`config.mk`:
```
export PLATFORM = sky130hd
export DESIGN_NAME = elastic_jitter_fifo
export DESIGN_NICKNAME = d
export VERILOG_FILES = /design/src/rtl/efb_pkg.sv /design/src/rtl/efb_rate_sel.sv /design/src/rtl/efb_store.sv /design/src/rtl/efb_window.sv /design/src/rtl/elastic_jitter_fifo.sv
export SDC_FILE = /design/constraint.sdc
export NUM_CORES = 1
export LEC_CHECK = 0
export CAP_MARGIN = 20
export CORE_AREA = 2 2 116 73
export CTS_CLUSTER_SIZE = 10
export DETAILED_ROUTE_END_ITERATION = 16
export DIE_AREA = 0 0 118 75
export GPL_TIMING_DRIVEN = 1
export PLACE_DENSITY_LB_ADDON = 0.12
export SETUP_SLACK_MARGIN = 0.2
export SKIP_CTS_REPAIR_TIMING = 1
export SLEW_MARGIN = 10
export SYNTH_ARGS = -nofsm -noshare
export SYNTH_HDL_FRONTEND = slang
export SYNTH_HIERARCHICAL = 1
export SYNTH_SLANG_ARGS = --single-unit
export TNS_END_PERCENT = 10
```
`constraint.sdc`:
```
create_clock -name clk -period 8.4 [get_ports clk]
set_clock_uncertainty 0.05 [all_clocks]
set_input_delay 2.52 -clock clk [delete_from_list [all_inputs] [get_ports clk]]
set_output_delay 2.52 -clock clk [all_outputs]
set_load 0.05 [all_outputs]
```
`src/rtl/efb_pkg.sv`:
```
package efb_pkg;

    typedef enum logic [1:0] {
        RATE_10HZ  = 2'b00,
        RATE_1P5HZ = 2'b01,
        RATE_3HZ   = 2'b10
    } rate_code_e;

    typedef struct packed {
        logic wr;
        logic bit_in;
        logic rd;
    } strobe_t;

    typedef struct packed {
        logic       deep;
        rate_code_e rate;
    } loop_cfg_t;

    function automatic loop_cfg_t decode_cfg(input logic depth_req,
                                             input logic is_t1,
                                             input logic slow_bw);
        loop_cfg_t c;
        c.deep = depth_req | (~is_t1 & slow_bw);
        if (is_t1)
            c.rate = RATE_3HZ;
        else if (slow_bw)
            c.rate = RATE_1P5HZ;
        else
            c.rate = RATE_10HZ;
        return c;
    endfunction

endpackage

```
`src/rtl/efb_rate_sel.sv`:
```
module efb_rate_sel
    import efb_pkg::*;
(
    input  logic      clk,
    input  logic      rst,
    input  logic      depth_sel,
    input  logic      line_t1,
    input  logic      bw_sel,
    output loop_cfg_t cfg_next,
    output loop_cfg_t cfg_q
);
    assign cfg_next = decode_cfg(depth_sel, line_t1, bw_sel);

    always_ff @(posedge clk) begin
        cfg_q <= cfg_next;
    end

    // on T1 the registered rate is the fixed code, whatever bw_sel did
    assert_t1_rate_fixed_R2: assert property (@(posedge clk) disable iff (rst)
        line_t1 |=> (cfg_q.rate == RATE_3HZ));

    // on E1 the slow rate always comes with the deep store
    assert_slow_forces_deep_R1: assert property (@(posedge clk) disable iff (rst)
        (cfg_q.rate == RATE_1P5HZ) |-> cfg_q.deep);
endmodule

```
`src/rtl/efb_store.sv`:
```
module efb_store
    import efb_pkg::*;
#(
    parameter int unsigned ADDR_W = 6
) (
    input  logic              clk,
    input  logic              rst,
    input  logic              deep_next,
    input  logic              deep_q,
    input  strobe_t           stb,
    output logic              rd_bit,
    output logic [ADDR_W-1:0] sep
);
    localparam int unsigned DEPTH_MAX = 1 << ADDR_W;
    localparam int unsigned DEPTH_MIN = DEPTH_MAX / 2;

    logic [DEPTH_MAX-1:0] mem;
    logic [ADDR_W-1:0]    wptr;
    logic [ADDR_W-1:0]    rptr;
    logic [ADDR_W-1:0]    mask_q;
    logic [ADDR_W-1:0]    mask_next;
    logic [ADDR_W-1:0]    half_next;
    logic                 recentre;

    assign recentre  = rst | (deep_next != deep_q);
    assign mask_q    = deep_q    ? ADDR_W'(DEPTH_MAX - 1) : ADDR_W'(DEPTH_MIN - 1);
    assign mask_next = deep_next ? ADDR_W'(DEPTH_MAX - 1) : ADDR_W'(DEPTH_MIN - 1);
    assign half_next = deep_next ? ADDR_W'(DEPTH_MAX / 2) : ADDR_W'(DEPTH_MIN / 2);

    assign sep = (wptr - rptr) & mask_q;

    always_ff @(posedge clk) begin
        if (recentre) begin
            mem  <= '0;
            wptr <= '0;
            rptr <= (ADDR_W'(0) - half_next) & mask_next;
            if (rst)
                rd_bit <= 1'b0;
        end else begin
            if (stb.rd) begin
                rd_bit <= mem[rptr];
                rptr   <= (rptr + 1'b1) & mask_q;
            end
            if (stb.wr) begin
                mem[wptr] <= stb.bit_in;
                wptr      <= (wptr + 1'b1) & mask_q;
            end
        end
    end

    // a recentre leaves the pointers half the new depth apart
    assert_recentre_half_R8: assert property (@(posedge clk) disable iff (rst)
        (deep_next != deep_q) |=> (sep == (deep_q ? ADDR_W'(DEPTH_MAX / 2) : ADDR_W'(DEPTH_MIN / 2))));

    // a lone write moves the separation up by one, modulo depth
    assert_write_step_R7: assert property (@(posedge clk) disable iff (rst)
        (!recentre && stb.wr && !stb.rd) |=> (sep == (($past(sep) + 1'b1) & $past(mask_q))));

    // a lone read moves the separation down by one, modulo depth
    assert_read_step_R7: assert property (@(posedge clk) disable iff (rst)
        (!recentre && !stb.wr && stb.rd) |=> (sep == (($past(sep) - 1'b1) & $past(mask_q))));

    // a paired write and read leave the separation unchanged
    assert_pair_stable_R7: assert property (@(posedge clk) disable iff (rst)
        (!recentre && stb.wr && stb.rd) |=> $stable(sep));
endmodule

```
`src/rtl/efb_window.sv`:
```
module efb_window #(
    parameter int unsigned ADDR_W = 6,
    parameter int unsigned MARGIN = 3
) (
    input  logic [ADDR_W-1:0] sep,
    input  logic              deep,
    output logic              near
);
    localparam int unsigned DEPTH_MAX = 1 << ADDR_W;
    localparam int unsigned DEPTH_MIN = DEPTH_MAX / 2;

    logic [ADDR_W:0] depth_now;
    logic [ADDR_W:0] sep_ext;

    assign depth_now = deep ? (ADDR_W+1)'(DEPTH_MAX) : (ADDR_W+1)'(DEPTH_MIN);
    assign sep_ext   = {1'b0, sep};

    assign near = (sep_ext <= (ADDR_W+1)'(MARGIN)) ||
                  (sep_ext >= depth_now - (ADDR_W+1)'(MARGIN));
endmodule

```
`src/rtl/elastic_jitter_fifo.sv`:
```
module elastic_jitter_fifo
    import efb_pkg::*;
#(
    parameter int unsigned ADDR_W      = 6,
    parameter int unsigned FLAG_MARGIN = 3,
    parameter int unsigned WIDE_MARGIN = 2
) (
    input  logic              clk,
    input  logic              rst,
    input  logic              wr_en,
    input  logic              wr_bit,
    input  logic              rd_en,
    output logic              rd_bit,
    input  logic              depth_sel,
    input  logic              line_t1,
    input  logic              bw_sel,
    output logic              depth_64,
    output logic [1:0]        rate_code,
    output logic [ADDR_W-1:0] sep_level,
    output logic              limit_flag,
    output logic              wide_bw
);
    localparam int unsigned N_WIN = 2;
    localparam int unsigned MARGINS [N_WIN] = '{FLAG_MARGIN, WIDE_MARGIN};

    loop_cfg_t         cfg_next;
    loop_cfg_t         cfg_q;
    strobe_t           stb;
    logic [N_WIN-1:0]  near;

    assign stb = '{wr: wr_en, bit_in: wr_bit, rd: rd_en};

    efb_rate_sel u_rate (
        .clk       (clk),
        .rst       (rst),
        .depth_sel (depth_sel),
        .line_t1   (line_t1),
        .bw_sel    (bw_sel),
        .cfg_next  (cfg_next),
        .cfg_q     (cfg_q)
    );

    efb_store #(.ADDR_W(ADDR_W)) u_store (
        .clk       (clk),
        .rst       (rst),
        .deep_next (cfg_next.deep),
        .deep_q    (cfg_q.deep),
        .stb       (stb),
        .rd_bit    (rd_bit),
        .sep       (sep_level)
    );

    for (genvar g = 0; g < N_WIN; g++) begin : g_win
        efb_window #(.ADDR_W(ADDR_W), .MARGIN(MARGINS[g])) u_win (
            .sep  (sep_level),
            .deep (cfg_q.deep),
            .near (near[g])
        );
    end

    assign limit_flag = near[0];
    assign wide_bw    = near[1];
    assign depth_64   = cfg_q.deep;
    assign rate_code  = cfg_q.rate;

    // the bandwidth request sits inside the status window
    assert_wide_inside_limit_R6: assert property (@(posedge clk) disable iff (rst)
        wide_bw |-> limit_flag);

    // the request only drops when the separation has moved
    assert_wide_release_R6: assert property (@(posedge clk) disable iff (rst)
        ($fell(wide_bw) && $stable(depth_64)) |-> !$stable(sep_level));
endmodule

```
==> results.py, run 1 <==
metrics = {
    "sta": {
        "whs_ns": 0.403,
        "fin_setup_tns_ns": 0,
        "final-hold-violation-count": 0,
        "setup_ws_ns": 1.91,
        "relSlewSlack": 0.287,
        "drv_slew": 0,
        "setup_viol_count_final": 0,
        "min_period_ns": 6.49,
        "rsz0062_at_grt": "no",
        "max_freq_ghz": 0.154,
        "fin_crit_sh": 0.772,
        "worstMarginPinSlew_ns": 1.06,
    },
    "power": {
        "ir_worst_vdd_mv": 0.128,
        "leakage_nw": 1.82,
        "powerDensity_nw_per_um2": 203,
        "finalPower_uw": 955,
    },
    "worst_setup_path": {
        "worst_r2r_path_depth": 6,
        "endpoint_kind": "output port",
        "path_class": "flip-flop to output port",
        "critPathArrivalTime_ns": 3.92,
        "cp_data_required_time_ns": 5.83,
        "critical_path.max_fanout": 11,
        "worstSetupStartpointType": "flip-flop",
        "cp-startpoint": "u_store/wptr[1]",
        "r2r_start": "u_store/rptr[0]",
    },
    "cells_and_area": {
        "final_area_um2": 4710,
        "nFillCells": 711,
        "fin_nets": 507,
        "area_growth_pct": 12.0,
        "final_layout_size_suffix_gt1_frac": 0.0732,
        "mostFrequentLayoutCells": "nand2_1 (95), dfxtp_1 (73), nor2_1 (61)",
        "final_common_cell": "nand2_1",
        "antenna_cells": 0,
    },
    "die": {
        "die-height_um": 75,
        "initial_core_util": 0.544,
        "dieArea_um2": 8850,
        "ios": 20,
        "die_x_um": 118,
        "rows": 25,
        "core_area_um2": 7730,
    },
    "route": {
        "dr.pass1.iters": 5,
        "dr_total_vias": 3394,
        "wl_per_cell_um": 16.7,
        "post-route-drc-count": 0,
        "drt-total-wl_um": 10000,
        "ant_nets": 0,
        "drt_iter0_drc": 284,
        "viasPerCell": 5.66,
    },
    "logic_synthesis": {
        "synth.net_count": 509,
        "netlist_area_um2": 4200,
        "syn_inst": 491,
        "yosysWarnings": 6,
        "synth_area_per_cell_um2": 8.55,
    },
    "clock_tree": {
        "cts_num_sinks": 80,
        "clk_pin_slew_ns": 0.06,
        "cts_tree": "built",
        "clk_latency_ns": 0.34,
        "clk_path_buf_depth": 2,
        "cts_made_buffers": 9,
        "h-tree-depth": 3,
        "clockRootBuffer": "clkbuf_16",
    },
    "placement": {
        "placed_area_um2": 4400,
        "place_ws_ns": 2.33,
        "portBuffers": 19,
        "hpwl_um": 6560,
        "gp_congestion": 0.907,
    },
    "grt": {
        "grtUsageTotal": 0.241,
        "grt_pass1_vias": 3192,
        "grt.overflow.total": 0,
        "antenna_found_initial": 0,
        "grt_max_degree": 78,
        "grt_first_pass_wirelength_um": 16300,
    },
    "min_path": {
        "worstHoldPathType": "flip-flop to flip-flop",
        "hold_start": "u_store/mem[9]",
        "hold_depth": 2,
    },
    "status": {
        "status": "complete, no violations",
    },
    "run": {
        "maxCapViolCount": 0,
    },
}
## power by group
part,internal (mW),switching [mW]
sequential,0.392,0.00755
combinational,0.0637,0.121
clock,0.223,0.147
## state kept, by name, summed over array words and instances, names as in the netlist
name,cells
u_rate/cfg_q,3
u_store/mem,64
u_store/rd_bit,1
u_store/rptr,6
u_store/wptr,6
## worst paths after layout
check,to,slack [ns]
worst min-delay path,u_store/mem[9],0.40
worst max-delay path,wide_bw,1.91
worst min register to register,u_store/mem[9],0.40
worst max register to register,u_store/rd_bit,5.85
## layout make-up
| class | instances | area [um2] | area share |
|---|---|---|---|
| Tap cell | 108 | 135 | 0.0287 |
| Multi-Input combinational cell | 360 | 2320 | 0.494 |
| Inverter | 13 | 48.8 | 0.0104 |
| Timing Repair Buffer | 25 | 250 | 0.0532 |
| Clock buffer | 14 | 275 | 0.0585 |
| Sequential cell | 80 | 1670 | 0.355 |
## critical path: stages (launching register included)
cell and delay, ns:
dfxtp_1 0.59, ha_1 0.30, nor2b_1 0.12, o21ai_0 0.17
a21boi_0 0.14, o21a_1 0.20, o21ai_0 0.13, nor3b_1 0.47
ha_1 0.33, a311o_2 0.39, clkdlybuf4s50_1 0.72
## per-stage QoR
step           std cells   util
2_1_floorplan        491      -
3_3_place_gp         585  0.570
3_5_place_dp         585  0.570
4_1_cts              599  0.606
5_1_grt              600  0.609
6_report             600  0.609
## per-layer routing
layer  part of all wire  up-vias  track usage
li1                   -     1663            -
met1               0.50     1627        0.341
met2               0.43       91        0.375
met3              0.056       13       0.0538
met4              0.010        0       0.0723
met5                  0        -            0
No activity file was read; power rests on OpenSTA's default activity.
==> inputs of run 2 (changes only) <==
--- a/config.mk
+++ b/config.mk
@@ -6,10 +6,10 @@
 export NUM_CORES = 1
 export LEC_CHECK = 0
 export CAP_MARGIN = 20
-export CORE_AREA = 2 2 116 73
+export CORE_AREA = 2 2 117 74
 export CTS_CLUSTER_SIZE = 10
 export DETAILED_ROUTE_END_ITERATION = 16
-export DIE_AREA = 0 0 118 75
+export DIE_AREA = 0 0 119 76
 export GPL_TIMING_DRIVEN = 1
 export PLACE_DENSITY_LB_ADDON = 0.12
 export SETUP_SLACK_MARGIN = 0.2
==> constraint.sdc (replaced) <==
create_clock -name clk -period 5.85 [get_ports clk]
set_clock_uncertainty 0.05 [all_clocks]
set_input_delay 1.755 -clock clk [delete_from_list [all_inputs] [get_ports clk]]
set_output_delay 1.755 -clock clk [all_outputs]
set_load 0.05 [all_outputs]
==> run 2 against run 1 <==
Net effect: die area grew 2.2%; cell count increased by 1.0%; non-clock buffer count is the same; register-to-register slack worse by 2.5 ns; combinational power is 43% higher; clock power up 59%; largest power group is now the clock network.
==> results.py, run 2 (synthesized netlist as in run 1, its figures left out) <==
metrics = {
    "min_path": {
        "worstHoldPathType": "flip-flop to flip-flop",
    },
    "cells_and_area": {
        "multi_input_area_um2": 2330,
        "fin_util": 0.587,
        "regMostFlops": "u_store/mem",
        "area_growth_pct": 13.1,
        "nFillCells": 703,
        "final_layout_size_suffix_gt1_frac": 0.0850,
        "final_common_cell": "nand2_1",
        "ff_latch_area_um2": 1670,
        "mostFrequentLayoutCells": "nand2_1 (95), dfxtp_1 (73), nor2_1 (61)",
        "largest_reg_flops": 64,
        "antenna_cells": 0,
        "reg_top3": "u_store/mem: 64 flops, u_store/rptr: 6 flops, u_store/wptr: 6 flops",
        "fin_nets": 507,
    },
    "die": {
        "initial_core_util": 0.519,
        "die_x_um": 119,
        "dieArea_um2": 9040,
        "die-height_um": 76,
        "core_area_um2": 8100,
        "ios": 20,
        "rows": 26,
    },
    "power": {
        "pwr-share-comb": 0.185,
        "p_int_mw": 1.02,
        "leakage_nw": 1.85,
        "swShare": 0.284,
        "seqPwrFrac": 0.401,
        "ir_worst_vdd_mv": 0.140,
        "netSwitchingPower_uw": 405,
        "clkPwrFrac": 0.413,
        "powerDensity_nw_per_um2": 300,
    },
    "worst_setup_path": {
        "path_class": "flip-flop to output port",
        "cp_data_required_time_ns": 4.05,
        "worst_r2r_path_depth": 6,
        "worstReg2RegEnd": "u_store/rd_bit",
        "cp-startpoint": "u_store/wptr[1]",
        "r2r_start": "u_store/rptr[0]",
        "critPathArrivalTime_ns": 3.39,
        "critical_path.max_fanout": 11,
        "reg2reg_slack_ns": 3.37,
        "worstSetupStartpointType": "flip-flop",
        "worstSetupEndpoint": "wide_bw",
        "endpoint_kind": "output port",
    },
    "clock_tree": {
        "clk_path_buf_depth": 2,
        "cts_num_sinks": 80,
        "clk_latency_ns": 0.34,
        "clk_pin_slew_ns": 0.06,
        "cts_tree": "built",
        "h-tree-depth": 3,
        "clockRootBuffer": "clkbuf_16",
        "cts_made_buffers": 9,
    },
    "sta": {
        "final-hold-violation-count": 0,
        "min_period_ns": 5.19,
        "worstMarginPinSlew_ns": 1.04,
        "setup_viol_count_final": 0,
        "drv_slew": 0,
        "rsz0062_at_grt": "no",
        "fin_crit_sh": 0.888,
        "max_freq_ghz": 0.193,
        "relSlewSlack": 0.307,
        "fin_setup_tns_ns": 0,
    },
    "route": {
        "dr.pass1.iters": 4,
        "dr_total_vias": 3365,
        "drt-total-wl_um": 9910,
        "viasPerCell": 5.55,
        "post-route-drc-count": 0,
        "drt_iter0_drc": 309,
        "wl_per_cell_um": 16.4,
        "ant_nets": 0,
    },
    "grt": {
        "grt.overflow.total": 0,
        "antenna_found_initial": 0,
        "grt_max_degree": 65,
        "grt_pass1_vias": 3178,
        "grt_first_pass_wirelength_um": 16400,
        "grtUsageTotal": 0.232,
    },
    "run": {
        "maxCapViolCount": 0,
    },
    "placement": {
        "hpwl_um": 6730,
        "gp_congestion": 0.815,
        "portBuffers": 19,
    },
    "status": {
        "status": "complete, no violations",
    },
}
run 2: worst max-delay path, cell delays in order, from the launching register on:
cell            delay, ns
dfxtp_1              0.59
ha_1                 0.31
nor2b_1              0.12
o21ai_0              0.22
a21boi_0             0.17
o21a_1               0.21
o21ai_0              0.14
nor3b_2              0.33
ha_1                 0.30
a311o_2              0.36
dlymetal6s2s_1       0.31
run 2: routing by layer:
layer	up-vias	global-route usage	part of all wire
li1	1668	-	-
met1	1610	0.349	0.49
met3	8	0.0749	0.076
met5	-	0	0
met4	0	0.0476	0.0073
met2	79	0.324	0.42
run 2: stage by stage:
stage / cells / area, um2 / setup WS, ns / hold WS [ns] / total power, mW
floorplan: 491 / 4210 / 0.446 / 0.382 / 0.777
global route: 606 / 4750 / 0.381 / 0.422 / 1.48
CTS: 605 / 4730 / 0.278 / 0.404 / 1.44
finish: 606 / 4750 / 0.656 / 0.403 / 1.43
detailed placement: 589 / 4410 / 0.675 / 0.396 / 0.846
global placement: 589 / 4410 / 0.804 / 0.390 / 0.844
run 2: worst min-delay path by stage:
stage                         start               to  slack [ns]  cells past startpoint
finish              u_store/mem[50]  u_store/mem[50]        0.40                      2
global route        u_store/mem[34]  u_store/mem[34]        0.42                      2
CTS                 u_store/mem[34]  u_store/mem[34]        0.40                      2
detailed placement  u_store/mem[34]  u_store/mem[34]        0.40                      2
global placement     u_store/mem[9]   u_store/mem[9]        0.39                      2
floorplan            u_store/mem[1]   u_store/mem[1]        0.38                      2
run 2: cell type report:
class                      instances  area share
inverter                          13      0.0103
sequential                        80       0.352
timing repair buffer              25      0.0511
clock inverter                     4      0.0105
multi-input combinational        360       0.490
clock buffer                      12      0.0564
tap                              112      0.0295
run 2: power groups by stage:
stage | Combinational, mW | Clock, mW | Sequential [mW]
2_1_floorplan | 0.191 | 0 | 0.587
3_3_place_gp | 0.260 | 0 | 0.583
3_5_place_dp | 0.262 | 0 | 0.584
4_1_cts | 0.263 | 0.601 | 0.572
5_1_grt | 0.283 | 0.628 | 0.573
6_report | 0.264 | 0.589 | 0.572
